$ cat config.mk
export PLATFORM = sky130hd
export DESIGN_NAME = fpcmp_unit
export DESIGN_NICKNAME = d
export VERILOG_FILES = /design/src/rtl/fpcmp_pkg.sv /design/src/rtl/fpcmp_classify.sv /design/src/rtl/fpcmp_lane.sv /design/src/rtl/fpcmp_predicate.sv /design/src/rtl/fpcmp_unit.sv
export SDC_FILE = /design/constraint.sdc
export NUM_CORES = 1
export LEC_CHECK = 0
export BUFFER_PORTS_ARGS = -buffer_cell sky130_fd_sc_hd__buf_4
export CAP_MARGIN = 20
export CORE_MARGIN = 10
export CORE_UTILIZATION = 52
export DETAILED_ROUTE_END_ITERATION = 7
export PLACE_DENSITY = 0.86
export SLEW_MARGIN = 30
export SYNTH_ARGS = -nofsm -noshare
export SYNTH_HDL_FRONTEND = slang
export SYNTH_HIERARCHICAL = 1
export SYNTH_SLANG_ARGS = --single-unit
$ cat constraint.sdc
create_clock -name vclk -period 4.2
set_input_delay 0.21 -clock vclk [all_inputs]
set_output_delay 0.21 -clock vclk [all_outputs]
set_load 0.01 [all_outputs]
$ cat src/rtl/fpcmp_pkg.sv
// fpcmp_pkg: shared types for the compare predicate unit.
// Assumes nothing beyond the IEEE-754 field layout.
package fpcmp_pkg;

    // Raw relation between two operands
    typedef enum logic [1:0] {
        REL_EQ = 2'd0,
        REL_LT = 2'd1,
        REL_GT = 2'd2,
        REL_UN = 2'd3
    } rel_t;

    // Predicate codes carried in the low three condition bits
    typedef enum logic [2:0] {
        PRED_NEVER = 3'd0,
        PRED_UN    = 3'd1,
        PRED_EQ    = 3'd2,
        PRED_UEQ   = 3'd3,
        PRED_OLT   = 3'd4,
        PRED_ULT   = 3'd5,
        PRED_OLE   = 3'd6,
        PRED_ULE   = 3'd7
    } pred_t;

endpackage

$ cat src/rtl/fpcmp_classify.sv
// fpcmp_classify: decodes one IEEE-754 operand into NaN, signalling-NaN
// and zero indications. Assumes the standard sign/exponent/fraction packing
// with the quiet bit as the top fraction bit.
module fpcmp_classify #(
    parameter int EXP_W = 8,
    parameter int MAN_W = 23,
    localparam int OP_W = 1 + EXP_W + MAN_W
) (
    input  logic [OP_W-1:0] op,
    output logic            is_nan,
    output logic            is_snan,
    output logic            is_zero
);

    logic [EXP_W-1:0] exp_f;
    logic [MAN_W-1:0] frac_f;

    assign exp_f  = op[OP_W-2 -: EXP_W];
    assign frac_f = op[MAN_W-1:0];

    // Field decode of the operand class
    always_comb begin
        is_nan  = (&exp_f) && (|frac_f);
        is_snan = is_nan && !frac_f[MAN_W-1];
        is_zero = (exp_f == '0) && (frac_f == '0);
    end

endmodule

$ cat src/rtl/fpcmp_lane.sv
// fpcmp_lane: computes the four-way relation and the signalling-NaN
// indication for one precision. Assumes both operands use this lane's
// format; NaNs dominate, signed zeros are equal, otherwise sign-magnitude.
module fpcmp_lane
    import fpcmp_pkg::*;
#(
    parameter int EXP_W = 8,
    parameter int MAN_W = 23,
    localparam int OP_W  = 1 + EXP_W + MAN_W,
    localparam int MAG_W = OP_W - 1
) (
    input  logic [OP_W-1:0] lane_a,
    input  logic [OP_W-1:0] lane_b,
    output rel_t            lane_rel,
    output logic            lane_snan
);

    logic [OP_W-1:0] ops     [2];
    logic [1:0]      nan_v;
    logic [1:0]      snan_v;
    logic [1:0]      zero_v;

    assign ops[0] = lane_a;
    assign ops[1] = lane_b;

    // One classifier per operand
    for (genvar gi = 0; gi < 2; gi++) begin : g_cls
        fpcmp_classify #(
            .EXP_W (EXP_W),
            .MAN_W (MAN_W)
        ) u_cls (
            .op      (ops[gi]),
            .is_nan  (nan_v[gi]),
            .is_snan (snan_v[gi]),
            .is_zero (zero_v[gi])
        );
    end

    logic             sgn_a, sgn_b;
    logic [MAG_W-1:0] mag_a, mag_b;
    logic             mag_lt, mag_eq;

    assign sgn_a = lane_a[OP_W-1];
    assign sgn_b = lane_b[OP_W-1];
    assign mag_a = lane_a[MAG_W-1:0];
    assign mag_b = lane_b[MAG_W-1:0];

    // Unsigned magnitude compare; biased exponent keeps infinities on top
    always_comb begin
        mag_lt = mag_a < mag_b;
        mag_eq = mag_a == mag_b;
    end

    // Relation selection with NaN and signed-zero precedence
    always_comb begin
        if (|nan_v) begin
            lane_rel = REL_UN;
        end else if (&zero_v) begin
            lane_rel = REL_EQ;
        end else if (sgn_a != sgn_b) begin
            lane_rel = sgn_a ? REL_LT : REL_GT;
        end else if (mag_eq) begin
            lane_rel = REL_EQ;
        end else if (sgn_a) begin
            lane_rel = mag_lt ? REL_GT : REL_LT;
        end else begin
            lane_rel = mag_lt ? REL_LT : REL_GT;
        end
    end

    assign lane_snan = |snan_v;

endmodule

$ cat src/rtl/fpcmp_predicate.sv
// fpcmp_predicate: maps a predicate code and a raw relation to the
// condition flag. Assumes the relation is one of the four enum values.
module fpcmp_predicate
    import fpcmp_pkg::*;
(
    input  pred_t pred,
    input  rel_t  rel,
    output logic  flag
);

    logic is_lt, is_eq, is_gt, is_un;

    // One-hot decode of the relation
    always_comb begin
        is_lt = rel == REL_LT;
        is_eq = rel == REL_EQ;
        is_gt = rel == REL_GT;
        is_un = rel == REL_UN;
    end

    // Predicate table
    always_comb begin
        unique case (pred)
            PRED_NEVER: flag = 1'b0;
            PRED_UN:    flag = is_un;
            PRED_EQ:    flag = is_eq;
            PRED_UEQ:   flag = is_eq | is_un;
            PRED_OLT:   flag = is_lt;
            PRED_ULT:   flag = is_lt | is_un;
            PRED_OLE:   flag = is_lt | is_eq;
            PRED_ULE:   flag = !is_gt;
            default:    flag = 1'b0;
        endcase
    end

endmodule

$ cat src/rtl/fpcmp_unit.sv
// fpcmp_unit: quiet floating-point compare producing one condition flag.
// Assumes both operands share the format chosen by dbl_sel; single values
// sit in the low bits of the operand buses. Purely combinational.
module fpcmp_unit
    import fpcmp_pkg::*;
#(
    parameter int SP_EXP_W = 8,
    parameter int SP_MAN_W = 23,
    parameter int DP_EXP_W = 11,
    parameter int DP_MAN_W = 52,
    parameter int COND_W   = 8,
    localparam int SP_W = 1 + SP_EXP_W + SP_MAN_W,
    localparam int DP_W = 1 + DP_EXP_W + DP_MAN_W
) (
    input  logic [DP_W-1:0]   op_a,
    input  logic [DP_W-1:0]   op_b,
    input  logic              dbl_sel,
    input  logic [COND_W-1:0] cond_word,
    output logic              cmp_flag,
    output logic              cmp_invalid
);

    rel_t rel_sp, rel_dp, rel_sel;
    logic snan_sp, snan_dp;
    logic unused_cond_hi;

    // Single-precision lane over the low operand bits
    fpcmp_lane #(
        .EXP_W (SP_EXP_W),
        .MAN_W (SP_MAN_W)
    ) u_lane_sp (
        .lane_a    (op_a[SP_W-1:0]),
        .lane_b    (op_b[SP_W-1:0]),
        .lane_rel  (rel_sp),
        .lane_snan (snan_sp)
    );

    // Double-precision lane over the full operand
    fpcmp_lane #(
        .EXP_W (DP_EXP_W),
        .MAN_W (DP_MAN_W)
    ) u_lane_dp (
        .lane_a    (op_a),
        .lane_b    (op_b),
        .lane_rel  (rel_dp),
        .lane_snan (snan_dp)
    );

    // Precision select of relation and invalid indication
    always_comb begin
        rel_sel     = dbl_sel ? rel_dp : rel_sp;
        cmp_invalid = dbl_sel ? snan_dp : snan_sp;
    end

    fpcmp_predicate u_pred (
        .pred (pred_t'(cond_word[2:0])),
        .rel  (rel_sel),
        .flag (cmp_flag)
    );

    assign unused_cond_hi = ^cond_word[COND_W-1:3];

endmodule

==> flow_summary.toml <==
[timing]
rsz0062_at_grt = "false"
fmaxAchievable_mhz = 253
worst_pin_slew_ns = 0.623
setup_tns_ns = 0
max_slew_margin_pct = 58.1
layout_min_cycle_time_ns = 3.95
hold_viol = 0
drv_slew = 0
setup_viol = 0
post-route-period-util_pct = 94.1
fin_ws_ns = 0.249

[die]
num_rows = 29
die_y_um = 100
pin_count = 139
die_width_um = 100
core_area_um2 = 6310
die_area_um2 = 10100
start_util_pct = 53.3

[cts]
cts_resized = 0
postCtsSetupBuffers = 0
postCtsHoldBufs = 0

[yosys]
synth_area_um2 = 3370
synth_nets = 704
synth.area.mux_share_pct = 2.01
yosys.cell_count.top_type = "inv_1"
synthTopCellsByArea = "ha_1 36%, inv_1 12%, nor4_1 7.8%"
synth_top_family_by_area = "adder cells"
synth_compound_area_share_pct = 17.3
synth.avg_cell_area_um2 = 7.18
post-synth-top-area-cell = "ha_1"
synthCells = 469
synth_xor_xnor_area_share_pct = 0
synth-simple-area-share_pct = 32.5
synthAdderAreaFrac_pct = 36.4
yosys_warnings = 6
synth.top_cell.area_share_pct = 36.4
seq_area_frac_synth_pct = 0
ys_types = 50
synth_common_cells = "105 x inv_1, 98 x ha_1, 42 x nor4_1, 34 x a21oi_1, 30 x nand4_1"

[hold_path]
hold_class = "primary input to output pin"

[setup_path]
crit_path_max_fanout = 5
required_ns = 3.99
worst_ep_arrival_time_ns = 3.74
crit_path_end_kind = "output pin"
crit_type = "primary input to output pin"
startpoint_type = "primary input"

[placement]
dp_worst_setup_slack_ns = 0.324
dp_hpwl_mm = 11.0
gp_congestion = 0.966
port_buffers = 134

[status]
status = "finished, final reports clean"

[route]
wl_per_cell_um = 18.3
drtAntennaViolNets = 0
drc = 0
vias_per_cell = 6.22
wl_mm = 12.5
firstDrtPassIters = 5
drtIter0Drc = 301
num_vias = 4228

[power]
power_density_nw_per_um2 = 94.2
vdd_drop_max_uv = 63.2
power_leakage_nw = 2.42

[final_layout]
regArea_um2 = 0
sequential_cell_total = 0
nets = 840
drive_gt1_share_pct = 26.7
nClkBuffers = 0
antenna_cells = 0
fillCellCount = 529
syn2layout_area_growth_pct = 32.8

[global_route]
track_usage_pct = 23.0
grt_max_degree = 7
gr-total-overflow = 0
antenna_found_initial = 0
grt_pass1_wl_mm = 19.8
grt_pass1_vias = 4303

[job]
maxCapViolations = 0
[report_power, final]
group | switching (mW) | total (mW) | internal, mW | leakage, nW
sequential | 0 | 0 | 0 | 0
combinational | 0.217 | 0.421 | 0.204 | 2.42
clock | 0 | 0 | 0 | 0
[critical path, cell delays in order]
cell and delay (ns):
buf_4 0.13, nor4_1 0.48, nand4_1 0.17, nor4_2 0.38
and4_1 0.27, nand2_1 0.09, a311o_1 0.34, or3_1 0.30
mux2_2 0.31, inv_1 0.09, ha_1 0.23, mux4_2 0.46
a22oi_2 0.13, buf_4 0.14
[cell type report]
| cell class | instances | area (um2) | area share, % |
|---|---|---|---|
| multi-input combinational | 364 | 2970 | 66.5 |
| timing repair buffer | 134 | 1010 | 22.5 |
| inverter | 105 | 394 | 8.82 |
| tap | 77 | 96.3 | 2.16 |
[path summary, 6_finish.rpt]
kind,slack [ns],to,from,cells after the start
worst max-delay path,0.25,cmp_flag,op_a[27],14
worst min-delay path,0.70,cmp_flag,cond_word[1],3
[layer usage]
layer / vias up / global-route usage (%) / routed length, um
met5: - / 0 / 0
met4: 0 / 7.07 / 321
met3: 24 / 3.50 / 1080
met2: 195 / 41.8 / 6060
met1: 1963 / 26.8 / 5010
li1: 2046 / - / -
[kinds of logic (layout without fill, tap and decap cells)]
logic type,after synthesis,count (layout)
adder cells (fa/ha/maj),98,98
buffers and inverters,105,239
multiplexers,5,5
AO/OA/AOI/OAI,84,84
AND/OR/NAND/NOR,177,177
[through the flow]
stage | instances | util, % | area, um2 | power (mW) | hold slack, ns
3_5_place_dp | 680 | 70.8 | 4470 | 0.412 | 0.697
4_1_cts | 680 | 70.8 | 4470 | 0.415 | 0.700
3_3_place_gp | 680 | 70.8 | 4470 | 0.395 | 0.692
6_report | 680 | 70.8 | 4470 | 0.421 | 0.696
5_1_grt | 680 | 70.8 | 4470 | 0.469 | 0.705
2_1_floorplan | 469 | - | 3370 | 0.209 | 0.473
[cells in the final DEF (no fill, tap or decap), types with 5 or more instances in the layout]
cell type,instances
a21o_1,5
nor3_1,14
a21oi_1,34
nand3_1,17
a211oi_1,5
and4_1,11
o21ai_0,10
nor2_1,9
nand2_1,26
nor4_1,42
nor4_2,5
inv_1,105
ha_1,98
buf_4,134
nand4_1,30
Power figures use the tool's default switching activity.
